**src/rtl/wdog_pkg.sv**
```systemverilog
package wdog_pkg;

    // Register select encoding on the write port
    typedef enum logic {
        SEL_CFG  = 1'b0,
        SEL_CTRL = 1'b1
    } reg_sel_e;

    // Control register command bit positions
    localparam int unsigned CTRL_ARM_BIT     = 0;
    localparam int unsigned CTRL_CONFIRM_BIT = 1;
    localparam int unsigned CTRL_START_BIT   = 2;

    // Decoded control command
    typedef struct packed {
        logic start;
        logic confirm;
        logic arm;
    } ctrl_cmd_t;

    // Refresh sequencer state
    typedef enum logic {
        SEQ_IDLE  = 1'b0,
        SEQ_ARMED = 1'b1
    } seq_state_e;

    // Run state
    typedef enum logic {
        RUN_OFF = 1'b0,
        RUN_ON  = 1'b1
    } run_state_e;

    // Terminal value of the prescaler for the chosen ratio
    function automatic int unsigned pre_terminal(int unsigned fast_div,
                                                 int unsigned slow_mult,
                                                 logic slow);
        return slow ? (fast_div * slow_mult - 1) : (fast_div - 1);
    endfunction

    // Width needed to hold the slow terminal value
    function automatic int unsigned pre_width(int unsigned fast_div,
                                              int unsigned slow_mult);
        int unsigned w;
        w = $clog2(fast_div * slow_mult);
        return (w < 1) ? 1 : w;
    endfunction

endpackage

```
**src/rtl/wdog_regs.sv**
```systemverilog
module wdog_regs
    import wdog_pkg::*;
#(
    parameter int unsigned RLD_W  = 7,
    parameter int unsigned DATA_W = 8
) (
    input  logic              clk,
    input  logic              ext_rst,
    input  logic              wr_en,
    input  logic              wr_sel,
    input  logic [DATA_W-1:0] wr_data,
    output logic [RLD_W-1:0]  reload_q,
    output logic              slow_q,
    output logic              slow_chg,
    output logic              ctrl_wr,
    output logic              cfg_wr,
    output ctrl_cmd_t         cmd
);

    localparam int unsigned SLOW_BIT = DATA_W - 1;

    reg_sel_e sel;

    always_comb begin
        sel         = reg_sel_e'(wr_sel);
        ctrl_wr     = wr_en && (sel == SEL_CTRL);
        cfg_wr      = wr_en && (sel == SEL_CFG);
        cmd.arm     = wr_data[CTRL_ARM_BIT];
        cmd.confirm = wr_data[CTRL_CONFIRM_BIT];
        cmd.start   = wr_data[CTRL_START_BIT];
        slow_chg    = cfg_wr && (wr_data[SLOW_BIT] != slow_q);
    end

    always_ff @(posedge clk) begin
        if (ext_rst) begin
            reload_q <= '0;
            slow_q   <= 1'b0;
        end else if (cfg_wr) begin
            reload_q <= wr_data[RLD_W-1:0];
            slow_q   <= wr_data[SLOW_BIT];
        end
    end

endmodule

```
**src/rtl/wdog_ctrl.sv**
```systemverilog
module wdog_ctrl
    import wdog_pkg::*;
(
    input  logic      clk,
    input  logic      ext_rst,
    input  logic      start_pin,
    input  logic      ctrl_wr,
    input  logic      cfg_wr,
    input  ctrl_cmd_t cmd,
    output logic      run_on,
    output logic      refresh
);

    seq_state_e seq_q, seq_d;
    run_state_e run_q, run_d;

    // Arm/confirm sequencing: the confirm must be the very next write
    always_comb begin
        seq_d   = seq_q;
        refresh = 1'b0;
        if (ctrl_wr) begin
            refresh = (seq_q == SEQ_ARMED) && cmd.confirm;
            seq_d   = cmd.arm ? SEQ_ARMED : SEQ_IDLE;
        end else if (cfg_wr) begin
            seq_d = SEQ_IDLE;
        end
    end

    // Run latch: set by software or pin, cleared only by hardware reset
    always_comb begin
        run_d = run_q;
        if (start_pin || (ctrl_wr && cmd.start)) begin
            run_d = RUN_ON;
        end
    end

    always_ff @(posedge clk) begin
        if (ext_rst) begin
            seq_q <= SEQ_IDLE;
            run_q <= RUN_OFF;
        end else begin
            seq_q <= seq_d;
            run_q <= run_d;
        end
    end

    assign run_on = (run_q == RUN_ON);

endmodule

```
**src/rtl/wdog_prescaler.sv**
```systemverilog
module wdog_prescaler
    import wdog_pkg::*;
#(
    parameter int unsigned FAST_DIV  = 12,
    parameter int unsigned SLOW_MULT = 16
) (
    input  logic                                      clk,
    input  logic                                      ext_rst,
    input  logic                                      run_on,
    input  logic                                      clear,
    input  logic                                      slow,
    output logic [pre_width(FAST_DIV, SLOW_MULT)-1:0] pre_q,
    output logic                                      tick
);

    localparam int unsigned PRE_W = pre_width(FAST_DIV, SLOW_MULT);
    localparam logic [PRE_W-1:0] TERM_FAST =
        PRE_W'(pre_terminal(FAST_DIV, SLOW_MULT, 1'b0));
    localparam logic [PRE_W-1:0] TERM_SLOW =
        PRE_W'(pre_terminal(FAST_DIV, SLOW_MULT, 1'b1));
    localparam logic [PRE_W-1:0] PRE_ONE = PRE_W'(1);

    logic [PRE_W-1:0] term;

    generate
        if (SLOW_MULT == 1) begin : g_single_ratio
            assign term = TERM_FAST;
        end else begin : g_dual_ratio
            assign term = slow ? TERM_SLOW : TERM_FAST;
        end
    endgenerate

    assign tick = run_on && (pre_q == term);

    always_ff @(posedge clk) begin
        if (ext_rst || clear) begin
            pre_q <= '0;
        end else if (run_on) begin
            if (tick) begin
                pre_q <= '0;
            end else begin
                pre_q <= pre_q + PRE_ONE;
            end
        end
    end

endmodule

```
**src/rtl/wdog_counter.sv**
```systemverilog
module wdog_counter #(
    parameter int unsigned CNT_W = 15,
    parameter int unsigned RLD_W = 7
) (
    input  logic             clk,
    input  logic             ext_rst,
    input  logic             tick,
    input  logic             refresh,
    input  logic [RLD_W-1:0] reload_q,
    output logic [CNT_W-1:0] cnt_q,
    output logic             wd_rst_req,
    output logic             wd_fired
);

    localparam int unsigned LOW_W = CNT_W - RLD_W;
    localparam logic [CNT_W-1:0] CNT_ONE = CNT_W'(1);

    logic [CNT_W-1:0] load_val;
    logic             wrap;

    generate
        if (LOW_W > 0) begin : g_low_clear
            assign load_val = {reload_q, {LOW_W{1'b0}}};
        end else begin : g_full_load
            assign load_val = reload_q;
        end
    endgenerate

    // A refresh on the rollover edge wins and suppresses the request
    assign wrap = tick && (&cnt_q) && !refresh;

    always_ff @(posedge clk) begin
        if (ext_rst) begin
            cnt_q      <= '0;
            wd_rst_req <= 1'b0;
            wd_fired   <= 1'b0;
        end else begin
            if (refresh) begin
                cnt_q <= load_val;
            end else if (tick) begin
                cnt_q <= cnt_q + CNT_ONE;
            end
            wd_rst_req <= wrap;
            if (wrap) begin
                wd_fired <= 1'b1;
            end
        end
    end

endmodule

```
**src/rtl/wdog_timer.sv**
```systemverilog
module wdog_timer
    import wdog_pkg::*;
#(
    parameter int unsigned CNT_W     = 15,
    parameter int unsigned RLD_W     = 7,
    parameter int unsigned DATA_W    = 8,
    parameter int unsigned FAST_DIV  = 12,
    parameter int unsigned SLOW_MULT = 16
) (
    input  logic              clk,
    input  logic              ext_rst,
    input  logic              start_pin,
    input  logic              wr_en,
    input  logic              wr_sel,
    input  logic [DATA_W-1:0] wr_data,
    output logic              wd_rst_req,
    output logic              wd_fired
);

    localparam int unsigned PRE_W = pre_width(FAST_DIV, SLOW_MULT);

    logic [RLD_W-1:0] reload_q;
    logic             slow_q;
    logic             slow_chg;
    logic             ctrl_wr;
    logic             cfg_wr;
    ctrl_cmd_t        cmd;
    logic             run_on;
    logic             refresh;
    logic [PRE_W-1:0] pre_q;
    logic             tick;
    logic [CNT_W-1:0] cnt_q;

    wdog_regs #(
        .RLD_W (RLD_W),
        .DATA_W(DATA_W)
    ) u_regs (
        .clk     (clk),
        .ext_rst (ext_rst),
        .wr_en   (wr_en),
        .wr_sel  (wr_sel),
        .wr_data (wr_data),
        .reload_q(reload_q),
        .slow_q  (slow_q),
        .slow_chg(slow_chg),
        .ctrl_wr (ctrl_wr),
        .cfg_wr  (cfg_wr),
        .cmd     (cmd)
    );

    wdog_ctrl u_ctrl (
        .clk      (clk),
        .ext_rst  (ext_rst),
        .start_pin(start_pin),
        .ctrl_wr  (ctrl_wr),
        .cfg_wr   (cfg_wr),
        .cmd      (cmd),
        .run_on   (run_on),
        .refresh  (refresh)
    );

    wdog_prescaler #(
        .FAST_DIV (FAST_DIV),
        .SLOW_MULT(SLOW_MULT)
    ) u_pre (
        .clk    (clk),
        .ext_rst(ext_rst),
        .run_on (run_on),
        .clear  (refresh || slow_chg),
        .slow   (slow_q),
        .pre_q  (pre_q),
        .tick   (tick)
    );

    wdog_counter #(
        .CNT_W(CNT_W),
        .RLD_W(RLD_W)
    ) u_cnt (
        .clk       (clk),
        .ext_rst   (ext_rst),
        .tick      (tick),
        .refresh   (refresh),
        .reload_q  (reload_q),
        .cnt_q     (cnt_q),
        .wd_rst_req(wd_rst_req),
        .wd_fired  (wd_fired)
    );

endmodule

```
**config.mk**
```make
export PLATFORM = sky130hd
export DESIGN_NAME = wdog_timer
export DESIGN_NICKNAME = d
export VERILOG_FILES = /design/src/rtl/wdog_pkg.sv /design/src/rtl/wdog_regs.sv /design/src/rtl/wdog_ctrl.sv /design/src/rtl/wdog_prescaler.sv /design/src/rtl/wdog_counter.sv /design/src/rtl/wdog_timer.sv
export SDC_FILE = /design/constraint.sdc
export NUM_CORES = 1
export LEC_CHECK = 0
export BUFFER_PORTS_ARGS = -buffer_cell sky130_fd_sc_hd__clkbuf_2
export CAP_MARGIN = 20
export CORE_MARGIN = 8
export CORE_UTILIZATION = 46
export DETAILED_ROUTE_END_ITERATION = 8
export GPL_TIMING_DRIVEN = 1
export PLACE_DENSITY = 0.6
export SLEW_MARGIN = 40
export SYNTH_ARGS = -nofsm -noshare
export SYNTH_HDL_FRONTEND = slang
export SYNTH_SLANG_ARGS = --single-unit
```
**constraint.sdc**
```tcl
create_clock -name clk -period 3.9 [get_ports clk]
set_input_delay 0.195 -clock clk [delete_from_list [all_inputs] [get_ports clk]]
set_output_delay 0.195 -clock clk [all_outputs]
set_load 0.005 [all_outputs]
```
# [Word-level counts from Yosys, hierarchy flattened]
# Cells that the tools add are included.
[classes] n_addsub=2 n_eq_ne=2 mux=8 bitwise_logic=1 n_reduce_logical=16
[op_table] cell="$mux 15" n=2
[op_table] cell="$mux 8" n=2
[op_table] cell="$add 15x1->15 const B" n=1
[op_table] cell="$reduce_and 15->1" n=1
[op_table] cell="$add 8x1->8 const B" n=1
[op_table] cell="$eq 8x8->1" n=1
[op_table] cell="$logic_and 1x1->1" n=8
[op_table] cell="$mux 1" n=4
[op_table] cell="$reduce_bool 2->1" n=2
[op_table] cell="$logic_or 1x1->1" n=3
[op_table] cell="$reduce_or 2->1" n=1
[op_table] cell="$logic_not 1->1" n=1
[op_table] cell="$ne 1x1->1" n=1
[op_table] cell="$not 1->1" n=1
[word_totals] reg_bits=35 input_bits=13 output_inout_bits=2 wordCells=38

# [Depth between registers and ports, before layout]
# Gate-level depths: netlist (run 1).
[logic_depth] ltp_word=5 mapped_depth=7 depth_no_buf=5

# [Cells and area by module]
# Synthesis (run 1) repeated with hierarchy kept, for this count alone.
[hier_totals] cells_unflattened=190 area_unflattened_um2=1732.9
[modules_own_cells] module="wdog_counter" n_inst=1 cells_each=95 area_per_inst_um2=840.8 seq_area_each_um2=340.3
[modules_own_cells] module="wdog_prescaler" n_inst=1 cells_each=45 area_per_inst_um2=407.9 seq_area_each_um2=160.2
[modules_own_cells] module="wdog_regs" n_inst=1 cells_each=41 area_per_inst_um2=401.6 seq_area_each_um2=160.2
[modules_own_cells] module="wdog_ctrl" n_inst=1 cells_each=8 area_per_inst_um2=76.3 seq_area_each_um2=40.0
[modules_own_cells] module="wdog_timer" n_inst=1 cells_each=1 area_per_inst_um2=6.3 seq_area_each_um2=0.0

# [Worst setup path before layout (run 1)]
# No wires, ideal clock.
[synth_timing] path_kind="register to register" start="register u_pre.pre_q[0]" end="register u_cnt.cnt_q[12]" setup_time_ps=112 arrival_time_ps=1837 t_required_ps=3788 setup_slack_ps=1951 path_stages_with_launch=8 path_buffers=2 synth_period_minus_slack_ps=1949 cell_sequence="dfxtp_1 ha_1 nand4b_1 buf_2 or2_2 clkbuf_1 or3_1 a2111oi_1"
[synth_between] elab_chain_cells=3
[synth_rtl] item="start: declaration" line="wdog_prescaler.sv:12" rtl="output logic [pre_width(FAST_DIV, SLOW_MULT)-1:0] pre_q,"
[synth_rtl] item="start signal: assignment" line="wdog_prescaler.sv:42" rtl="pre_q <= pre_q + PRE_ONE;"
[synth_rtl] item="$eq 8x8->1" line="wdog_prescaler.sv:33" rtl="assign tick = run_on && (pre_q == term);"
[synth_rtl] item="$logic_and 1x1->1" line="wdog_prescaler.sv:33"
[synth_rtl] item="$reduce_bool 2->1 (no source line)"
[synth_rtl] item="end signal: assignment" line="wdog_counter.sv:39" rtl="cnt_q <= load_val;"
[synth_rtl] item="end signal: assignment" line="wdog_counter.sv:41" rtl="cnt_q <= cnt_q + CNT_ONE;"
[synth_rtl] item="end: declaration" line="wdog_counter.sv:10" rtl="output logic [CNT_W-1:0] cnt_q,"
# Every way passes these cells.
# A chain may end at the register's enable or synchronous reset.

# [Worst setup path in the final report (run 1)]
[layout_timing] start="register u_pre.pre_q[0]" end="register u_cnt.cnt_q[9]"
# Same word-level chain as after synthesis.

==> qor.csv, run 1 <==
stage;metric;value;unit
run_status;status;finished clean;
yosys;count of different cell masters after synthesis;41;
yosys;post-synthesis sequential area ratio;40.5;%
sta;f_max;438;MHz
route;WL final;3930;microns
yosys;Synth Flop Type;dfxtp_1;
route;number of routed nets with antenna violations;0;
grt;largest net degree at the start of global routing;24;
grt;first-pass GRT wire length;6560;microns
sta;Slew Limit Fails;0;
grt;grt ovf;0;
pwr;LEAKAGE;0.654;nW
cells_and_area;Core Util, Final;52.3;%
cts;Post-CTS Setup Inserts;0;
sta;Slew @ Worst Pin;0.598;ns
worst_setup_path;CP Data Arrival Time;2.48;ns
placed_design;DP HPWL;2810;microns
cells_and_area;antenna fix cells;0;
cells_and_area;layout cells sized above 1;11.7;%
cts;clock latency on the worst-skew pair;0.28;ns
route;Iteration-0 DRC Markers;151;
cts;CTS clk-pin slew, worst paths;0.07;ns
pwr;PD cells;369;nW/um^2
cts;Root Driver;clkbuf_8;
cts;CTS tree;done;
cts;H-tree depth;2;
yosys;Async SR Flop Fraction;0;%
worst_setup_path;Crit Path Class;flop to flop;
cts;CTS resizes;0;
cells_and_area;commonest non-fill, non-tap cell in the layout;dfxtp_1;
pwr;Max VDD drop;203;uV
grt;number of global-route vias before repair;1499;
route;via count;1586;
worst_setup_path;CP endpoint kind;flop;
floorplan;row count;22;
worst_setup_path;CP required;4.09;ns
grt;antenna violations before repair;0;
route;Via density;5.87;
cts;# clock sinks;35;
yosys;post-synthesis register bit count;35;
route;routed len/inst;14.6;microns
cts;CTS Hold Buffers Added;0;
cells_and_area;Fillers;353;
sta;minimum clock period;2.28;ns
sta;fin crit share;58.5;%
floorplan;die height;77.3;microns
placed_design;gp weighted congestion;0.832;
worst_setup_path;Worst setup SP type;flop;
sta;setup TNS;0;ns
placed_design;port bufs;14;
floorplan;core area;3630;sq um
sta;Slew headroom;60.0;%
yosys;syn nets;230;
hold_path;Hold Path Class;input pin to flop;
cells_and_area;Finished Layout Cells;270;
grt;GRT Util Overall;12.9;%
yosys;cell count after synthesis;215;
cells_and_area;layout net count;236;
yosys;YS warnings;0;
sta;RSZ-0062 raised after global routing;no;
cts;TritonCTS Buffers;5;
placed_design;placed insts;262;
yosys;Syn Area/Cell;8.05;sq um
floorplan;Die Wd;77.3;microns
flow_run;max-cap violations;0;
worst_setup_path;Crit Path Max Fanout;11;
sta;clock skew;0.00314;ns
yosys;number of enable flip-flop cells after synthesis;0;
cells_and_area;Area Overhead vs Synth;9.83;%
yosys;mapped cell area;1730;sq um
floorplan;I/O Pins;15;
sta;Final Hold Viols;0;
cells_and_area;most frequent cells in the layout;35 x dfxtp_1, 30 x nand2_1, 20 x nor2_1, 19 x a21oi_1, 14 x clkbuf_2;
cts;CTS Buffer Depth;2;
floorplan;Initial Util;47.6;%
sta;setup violation total in the final timing report;0;
route;DRT Pass-1 Iters;4;
floorplan;full die area;5980;sq um
route;Post-route DRC;0;
path summary, 6_finish.rpt:
path	from	endpoint	slack (ns)	cells past startpoint
setup / recovery	u_pre.pre_q[0]	u_cnt.cnt_q[9]	1.62	5
hold / removal	start_pin	u_ctrl.run_on	0.13	3
setup reg to reg	u_pre.pre_q[0]	u_cnt.cnt_q[9]	1.62	5
hold reg to reg	u_regs.reload_q[0]	u_regs.reload_q[0]	0.46	2
flip-flops by register name (all words and copies together) (netlist names):
register / cells
u_regs.reload_q: 7
u_pre.pre_q: 8
u_ctrl.run_on: 1
u_cnt.cnt_q: 15
u_cnt.wd_fired: 1
u_ctrl.seq_q: 1
u_cnt.wd_rst_req: 1
u_regs.slow_q: 1
report_power, final:
| group | switching, mW | internal, mW |
|---|---|---|
| Clock | 0.124 | 0.161 |
| Combinational | 0.0257 | 0.0166 |
| Sequential | 0.00745 | 0.365 |
layer usage:
layer / global-route usage [%] / share of wire, % / up-vias
met5: 0 / 0 / -
met1: 16.6 / 51 / 743
met4: 3.40 / 1.1 / 0
met2: 20.6 / 43 / 45
li1: - / - / 793
met3: 3.92 / 4.8 / 5
final cells by class:
class / instances / area, sq um / area share, %
Inverter: 3 / 11.3 / 0.592
Tap cell: 48 / 60.1 / 3.16
Clock buffer: 8 / 100 / 5.27
Sequential cell: 35 / 701 / 36.9
Multi-Input combinational cell: 162 / 958 / 50.4
Timing Repair Buffer: 14 / 70.1 / 3.69
cells by family (layout without fill, tap and decap cells):
logic type | count (synthesis) | in the layout | synth area share [%]
AND/OR/NAND/NOR | 107 | 107 | 32.5
AO/OA/AOI/OAI | 45 | 45 | 16.9
flip-flops | 35 | 35 | 40.5
buffers and inverters | 18 | 25 | 4.48
XOR/XNOR | 7 | 7 | 3.54
adder cells (fa/ha/maj) | 2 | 2 | 1.45
multiplexers | 1 | 1 | 0.578
critical path, cell delays in order, from the launching register on:
cell and delay (ns):
dfxtp_1 0.38, ha_1 0.21, nand4b_1 0.31, or3_1 0.60
or4_1 0.45, a311oi_1 0.26
per-stage QoR:
stage	hold slack [ns]	setup WS, ns	total power, mW	area [sq um]
finish	0.134	1.62	0.701	1900
global route	0.137	1.43	0.728	1900
CTS	0.128	1.60	0.708	1890
detailed placement	0.421	1.60	0.422	1790
global placement	0.418	1.73	0.420	1790
floorplan	0.321	1.95	0.409	1730
synth_stat cells (all sizes together) (2+ instances only):
master  number  share of area [%]
nand2b       4                1.4
nor2b        2               0.72
and3         3                1.1
a21oi       19                5.5
nor3b        4                1.7
or3          3                1.1
a21o         2               0.87
inv          3               0.65
nor4         4                1.4
xor2         4                2.0
nor2        20                4.3
clkbuf      10                2.2
dfxtp       35                 40
a211oi       2               0.87
o21ai        7                2.0
o31ai        5                2.2
xnor2        3                1.5
and4         5                2.6
ha           2                1.4
or4          7                3.3
nand3       13                3.8
nor3         3               0.87
buf          5                1.7
nand4        5                1.8
a311oi       2                1.0
nand4b       3                1.5
nand2       30                6.5
Power figures use the tool's default switching activity.
==> run 2, diff against run 1 <==
==> constraint.sdc (replaced) <==
create_clock -name clk -period 2.16 [get_ports clk]
set_input_delay 0.108 -clock clk [delete_from_list [all_inputs] [get_ports clk]]
set_output_delay 0.108 -clock clk [all_outputs]
set_load 0.005 [all_outputs]
==> run 2 against run 1 <==
Net effect: first-iteration DRC count is 34% lower; combinational power is 100% higher; non-clock buffer count is 6 higher; global-route usage is 0.75 points higher; clock power is 82% higher; cell count is 2.2% higher; worst hold slack worse by 0.088 ns; highest routed layer unchanged; sequential power is 80% higher; total power is 82% higher; sequential share of layout area is 1.0 points lower; critical path type unchanged.
==> qor.csv, run 2 (same netlist as run 1, synthesis figures left out) <==
stage;metric;value;unit;change
cts;clock latency on the worst-skew pair;0.28;ns;about the same
cells_and_area;fin area;1950;sq um;was 1900 sq um
worst_setup_path;Crit Path Max Fanout;22;;was 11
route;Post-route DRC;0;;unchanged
sta;setup TNS;0;ns;unchanged
cells_and_area;Multi-input gate area;967;sq um;was 958 sq um
floorplan;die height;77.3;microns;unchanged
worst_setup_path;CP max-delay cell;or4_4;;was or3_1
pwr;switching pwr;0.290;mW;was 0.158 mW
cells_and_area;top flop regs;u_cnt.cnt_q (15), u_pre.pre_q (8), u_regs.reload_q (7);;unchanged
cts;Post-CTS Setup Inserts;0;;unchanged
route;WL final;3880;microns;was 3930 microns
cells_and_area;antenna fix cells;0;;unchanged
cells_and_area;layout cells sized above 1;14.9;%;was 11.7%
floorplan;full die area;5980;sq um;unchanged
cells_and_area;Fillers;357;;was 353
run_status;status;finished clean;;unchanged
worst_setup_path;WP buf/inv;0;;unchanged
sta;f_max;487;MHz;was 438 MHz
pwr;Sequential Power Share;52.6;%;was 53.2%
worst_setup_path;most used cell along the critical path;or4_4;;
sta;setup violation total in the final timing report;0;;unchanged
cells_and_area;Largest Register;u_cnt.cnt_q;;unchanged
sta;Slew @ Worst Pin;0.606;ns;was 0.598 ns
route;routed len/inst;14.1;microns;was 14.6 microns
sta;RSZ-0062 raised after global routing;no;;unchanged
pwr;P_int;0.986;mW;was 0.543 mW
grt;GRT Util Overall;13.7;%;was 12.9%
worst_setup_path;CP Data Arrival Time;2.25;ns;was 2.48 ns
worst_setup_path;CP endpoint kind;flop;;unchanged
cts;CTS clk-pin slew, worst paths;0.07;ns;about the same
grt;largest net degree at the start of global routing;23;;was 24
cts;CTS Buffer Depth;2;;unchanged
cells_and_area;Largest register FFs;15;;unchanged
placed_design;Post-DP Area;1840;sq um;was 1790 sq um
pwr;Switching Share;22.8;%;was 22.5%
grt;first-pass GRT wire length;6840;microns;was 6560 microns
cells_and_area;most frequent cells in the layout;35 x dfxtp_1, 30 x nand2_1, 20 x nor2_1, 19 x a21oi_1, 14 x clkbuf_2;;unchanged
hold_path;Hold Path Class;input pin to flop;;unchanged
sta;Final Hold Viols;0;;unchanged
worst_setup_path;Worst setup SP type;flop;;unchanged
route;number of routed nets with antenna violations;0;;unchanged
placed_design;DP HPWL;2820;microns;was 2810 microns
cells_and_area;commonest non-fill, non-tap cell in the layout;dfxtp_1;;unchanged
sta;minimum clock period;2.05;ns;was 2.28 ns
cts;H-tree depth;2;;unchanged
floorplan;core area;3630;sq um;unchanged
cts;# clock sinks;35;;unchanged
sta;Slew headroom;59.5;%;was 60.0%
route;DRT Pass-1 Iters;4;;unchanged
pwr;LEAKAGE;0.685;nW;was 0.654 nW
cts;TritonCTS Buffers;5;;unchanged
sta;Slew Limit Fails;0;;unchanged
cells_and_area;Finished Layout Cells;276;;was 270
cts;CTS tree;done;;unchanged
placed_design;gp weighted congestion;0.847;;was 0.832
pwr;Clk pwr share;40.8;%;about the same
flow_run;max-cap violations;0;;unchanged
grt;grt ovf;0;;unchanged
placed_design;dpl ws;0.0581;ns;was 1.60 ns
floorplan;row count;22;;unchanged
hold_path;Worst Hold Path Cells;3;;unchanged
sta;fin crit share;95.1;%;was 58.5%
route;Via density;5.73;;was 5.87
grt;antenna violations before repair;0;;unchanged
pwr;Max VDD drop;354;uV;was 203 uV
route;via count;1582;;was 1586
pwr;Comb power frac;6.7;%;was 6.0%
pwr;Total Power;1.28;mW;was 0.701 mW
floorplan;Die Wd;77.3;microns;unchanged
worst_setup_path;Crit. path cell count;4;;was 5
worst_setup_path;Crit path largest cell delay;0.56;ns;was 0.60 ns
floorplan;Initial Util;47.6;%;unchanged
pwr;PD cells;653;nW/um^2;was 369 nW/um^2
worst_setup_path;CP required;2.36;ns;was 4.09 ns
worst_setup_path;delay-heaviest family, CP;simple AND/OR/NAND/NOR gates;;unchanged
sta;clock skew;0.00545;ns;was 0.00314 ns
worst_setup_path;worst-path cell chain;or4_4, o22a_4, or4_4, a311oi_2;;was ha_1, nand4b_1, or3_1, or4_1, a311oi_1
cells_and_area;Area Overhead vs Synth;12.9;%;was 9.83%
cells_and_area;layout net count;242;;was 236
sta;Setup WS post-layout;0.107;ns;was 1.62 ns
route;Iteration-0 DRC Markers;99;;was 151
worst_setup_path;Crit Path Class;flop to flop;;unchanged
cts;Root Driver;clkbuf_8;;unchanged
worst_setup_path;Worst R2R Path Depth;4;;was 5
floorplan;I/O Pins;15;;unchanged
placed_design;port bufs;14;;unchanged
placed_design;placed insts;268;;was 262
cells_and_area;Sequential cell area;701;sq um;unchanged
grt;number of global-route vias before repair;1573;;was 1499
==> run 2: routing by layer <==
metal  global-route usage (%)  vias up  share of wire [%]
met5                        0        -                  0
met4                     6.79        0                1.9
met3                     3.23        7                3.7
met2                     22.4       32                 44
met1                     16.5      738                 50
li1                         -      805                  -
==> run 2: worst paths after layout <==
kind                                startpoint            endpoint  slack (ns)
worst min-delay path                wr_data[4]  u_regs.reload_q[4]        0.05
worst max register to register  u_pre.pre_q[2]      u_cnt.cnt_q[9]        0.11
worst min register to register  u_cnt.wd_fired      u_cnt.wd_fired        0.45
worst max-delay path            u_pre.pre_q[2]      u_cnt.cnt_q[9]        0.11
==> run 2: worst reg2reg max path, delay by kind of cell (launching register included) <==
| family | cells | cell delay (ns) |
|---|---|---|
| flops | 1 | 0.35 |
| simple gates | 2 | 1.10 |
| compound gates | 2 | 0.54 |
==> run 2: repair_timing <==
item	CTS	global route
hold buffers	0	0
gates resized for setup	0	3
endpoints found under the setup margin	0	2
==> run 2: power groups by stage <==
stage	Clock [mW]	Combinational [mW]	Sequential (mW)
after detailed placement	0	0.0846	0.685
final	0.520	0.0853	0.671
after global routing	0.552	0.0966	0.673
after floorplan	0	0.0560	0.682
after CTS	0.532	0.0850	0.671
after global placement	0	0.0826	0.685
==> run 2: cell type report <==
type / instances / area share (%)
Tap cell: 48 / 3.07
Multi-Input combinational cell: 162 / 49.5
Timing Repair Buffer: 20 / 5.89
Clock buffer: 8 / 5.12
Inverter: 3 / 0.576
Sequential cell: 35 / 35.9
==> run 2: stage by stage <==
step	util [%]	hold slack [ns]
detailed placement	50.6	0.344
finish	53.8	0.0459
global route	53.8	0.0553
global placement	50.6	0.332
CTS	53.4	0.0398
floorplan	-	0.234
==> run 3, diff against run 2 <==
--- a/config.mk
+++ b/config.mk
@@ -7,11 +7,13 @@
 export LEC_CHECK = 0
 export BUFFER_PORTS_ARGS = -buffer_cell sky130_fd_sc_hd__clkbuf_2
 export CAP_MARGIN = 20
+export CELL_PAD_IN_SITES_DETAIL_PLACEMENT = 0
+export CELL_PAD_IN_SITES_GLOBAL_PLACEMENT = 1
 export CORE_MARGIN = 8
-export CORE_UTILIZATION = 46
+export CORE_UTILIZATION = 43
 export DETAILED_ROUTE_END_ITERATION = 8
 export GPL_TIMING_DRIVEN = 1
-export PLACE_DENSITY = 0.6
+export PLACE_DENSITY = 0.73
 export SLEW_MARGIN = 40
 export SYNTH_ARGS = -nofsm -noshare
 export SYNTH_HDL_FRONTEND = slang
==> run 3 against run 2 <==
Net effect: clock skew shrank 0.0022 ns; worst setup slack better by 0.0080 ns; global-route usage is 0.15 points lower; count of clock-buffer cells in the layout is the same; cell count increased by 1.4%; critical path type unchanged; critical endpoint unchanged.
==> qor.csv, run 3 (same netlist as run 1, synthesis figures left out) <==
stage;metric;value;unit;change
run_status;status;finished clean;;unchanged
sta;setup violation total in the final timing report;0;;unchanged
cells_and_area;layout net count;244;;was 242
worst_setup_path;Crit path largest cell delay;0.55;ns;was 0.56 ns
placed_design;gp weighted congestion;0.774;;was 0.847
worst_setup_path;CP Data Arrival Time;2.24;ns;was 2.25 ns
pwr;PD cells;652;nW/um^2;was 653 nW/um^2
route;Post-route DRC;0;;unchanged
placed_design;DP HPWL;2880;microns;was 2820 microns
worst_setup_path;CP required;2.36;ns;about the same
worst_setup_path;delay-heaviest family, CP;simple AND/OR/NAND/NOR gates;;unchanged
cells_and_area;Largest register FFs;15;;unchanged
cells_and_area;Fillers;370;;was 357
pwr;Total Power;1.28;mW;about the same
placed_design;dpl ws;0.0844;ns;was 0.0581 ns
cts;Post-CTS Setup Inserts;0;;unchanged
cts;CTS Hold Buffers Added;0;;unchanged
cts;Root Driver;clkbuf_8;;unchanged
sta;minimum clock period;2.05;ns;about the same
route;DRT Pass-1 Iters;4;;unchanged
cells_and_area;Largest Register;u_cnt.cnt_q;;unchanged
floorplan;Initial Util;43.9;%;was 47.6%
pwr;LEAKAGE;0.691;nW;was 0.685 nW
cts;# clock sinks;35;;unchanged
grt;first-pass GRT wire length;6800;microns;was 6840 microns
floorplan;die height;79.4;microns;was 77.3 microns
grt;largest net degree at the start of global routing;23;;unchanged
worst_setup_path;Worst setup SP type;flop;;unchanged
worst_setup_path;worst setup path start;u_pre.pre_q[2];;unchanged
sta;Slew Limit Fails;0;;unchanged
flow_run;max-cap violations;0;;unchanged
grt;grt ovf;0;;unchanged
cells_and_area;most frequent cells in the layout;35 x dfxtp_1, 30 x nand2_1, 20 x nor2_1, 19 x a21oi_1, 14 x clkbuf_2;;unchanged
cells_and_area;top flop regs;u_cnt.cnt_q (15), u_pre.pre_q (8), u_regs.reload_q (7);;unchanged
worst_setup_path;Reg-to-Reg End;u_cnt.cnt_q[9];;unchanged
cells_and_area;commonest non-fill, non-tap cell in the layout;dfxtp_1;;unchanged
cells_and_area;layout cells sized above 1;14.8;%;was 14.9%
worst_setup_path;WP buf/inv;0;;unchanged
cts;CTS clk-pin slew, worst paths;0.07;ns;about the same
sta;f_max;489;MHz;was 487 MHz
cts;CTS resizes;0;;unchanged
cells_and_area;Finished Layout Cells;280;;was 276
hold_path;Hold Path Class;input pin to flop;;unchanged
sta;Setup WS post-layout;0.115;ns;was 0.107 ns
placed_design;port bufs;14;;unchanged
grt;GRT Util Overall;13.5;%;was 13.7%
pwr;Max VDD drop;336;uV;was 354 uV
worst_setup_path;CP max-delay cell;or4_4;;unchanged
sta;clock skew;0.00320;ns;was 0.00545 ns
grt;antenna violations before repair;0;;unchanged
route;routed len/inst;13.9;microns;was 14.1 microns
cells_and_area;Area Overhead vs Synth;13.4;%;was 12.9%
placed_design;placed insts;272;;was 268
cells_and_area;Core Util, Final;49.8;%;was 53.8%
grt;number of global-route vias before repair;1513;;was 1573
sta;fin crit share;94.7;%;was 95.1%
floorplan;row count;23;;was 22
cts;TritonCTS Buffers;5;;unchanged
worst_setup_path;Worst R2R Path Depth;4;;unchanged
worst_setup_path;reg2reg setup slack;0.11;ns;about the same
floorplan;core area;3940;sq um;was 3630 sq um
worst_setup_path;Crit. path cell count;4;;unchanged
worst_setup_path;Crit Path Max Fanout;22;;unchanged
cts;H-tree depth;2;;unchanged
cts;CTS tree;done;;unchanged
worst_setup_path;worst-path cell chain;or4_4, o22a_4, or4_1, a311oi_1;;was or4_4, o22a_4, or4_4, a311oi_2
worst_setup_path;CP endpoint kind;flop;;unchanged
route;via count;1604;;was 1582
cts;CTS Buffer Depth;2;;unchanged
floorplan;Die Wd;79.4;microns;was 77.3 microns
sta;Final Hold Viols;0;;unchanged
route;Iteration-0 DRC Markers;109;;was 99
route;Via density;5.73;;about the same
sta;RSZ-0062 raised after global routing;no;;unchanged
route;number of routed nets with antenna violations;0;;unchanged
cts;clock latency on the worst-skew pair;0.28;ns;about the same
floorplan;full die area;6310;sq um;was 5980 sq um
sta;setup TNS;0;ns;unchanged
sta;Slew headroom;63.2;%;was 59.5%
worst_setup_path;Crit Path Class;flop to flop;;unchanged
worst_setup_path;crit path capture;u_cnt.cnt_q[9];;unchanged
worst_setup_path;Reg-to-Reg Start;u_pre.pre_q[2];;unchanged
cells_and_area;antenna fix cells;0;;unchanged
sta;Slew @ Worst Pin;0.551;ns;was 0.606 ns
route;WL final;3900;microns;was 3880 microns
floorplan;I/O Pins;15;;unchanged
## run 3: cell types whose count changed in the layout (fill, tap and decap cells not counted)
cell       change
a2111oi_2      +1
or3_1          +1
or3_4          -1
or4_4          -1
or4_1          +1
a311oi_1       +1
a2111oi_1      -1
buf_4          +2
a311oi_2       -1
## run 3: power breakdown
part	internal, mW	switching (mW)
Combinational	0.0350	0.0512
Clock	0.291	0.233
Sequential	0.660	0.00997
## run 3: area by class of cell
cell class,instances,area (sq um),area share (%)
multi-input cells,162,957,48.8
flip-flops and latches,35,701,35.7
repair buffers,22,130,6.63
clock buffers,8,100,5.10
well taps,50,62.6,3.19
inverters,3,11.3,0.574
## run 3: how the worst min path moves through the flow
stage               startpoint                  to  slack (ns)  cells after the start
floorplan            start_pin       u_ctrl.run_on        0.23                      2
global placement    wr_data[3]  u_regs.reload_q[3]        0.33                      3
detailed placement  wr_data[3]  u_regs.reload_q[3]        0.34                      3
CTS                 wr_data[3]  u_regs.reload_q[3]        0.03                      3
global route        wr_data[3]  u_regs.reload_q[3]        0.04                      3
finish              wr_data[3]  u_regs.reload_q[3]        0.04                      3
## run 3: per-stage QoR
stage | hold WS (ns) | cell area [sq um]
final | 0.0368 | 1960
after detailed placement | 0.336 | 1860
after global placement | 0.333 | 1860
after floorplan | 0.234 | 1730
after CTS | 0.0281 | 1960
after global routing | 0.0413 | 1960
## run 3: routing by layer
| layer | routed length [microns] | global-route usage, % | vias up |
|---|---|---|---|
| met3 | 210 | 4.28 | 7 |
| met1 | 1910 | 17.1 | 741 |
| met4 | 57 | 6.11 | 0 |
| li1 | - | - | 813 |
| met2 | 1720 | 20.5 | 43 |
| met5 | 0 | 0 | - |
## run 3: tightest hold or removal path, cell delays in order
cell	delay [ns]
clkbuf_2	0.08
nand2_1	0.04
a21oi_1	0.05
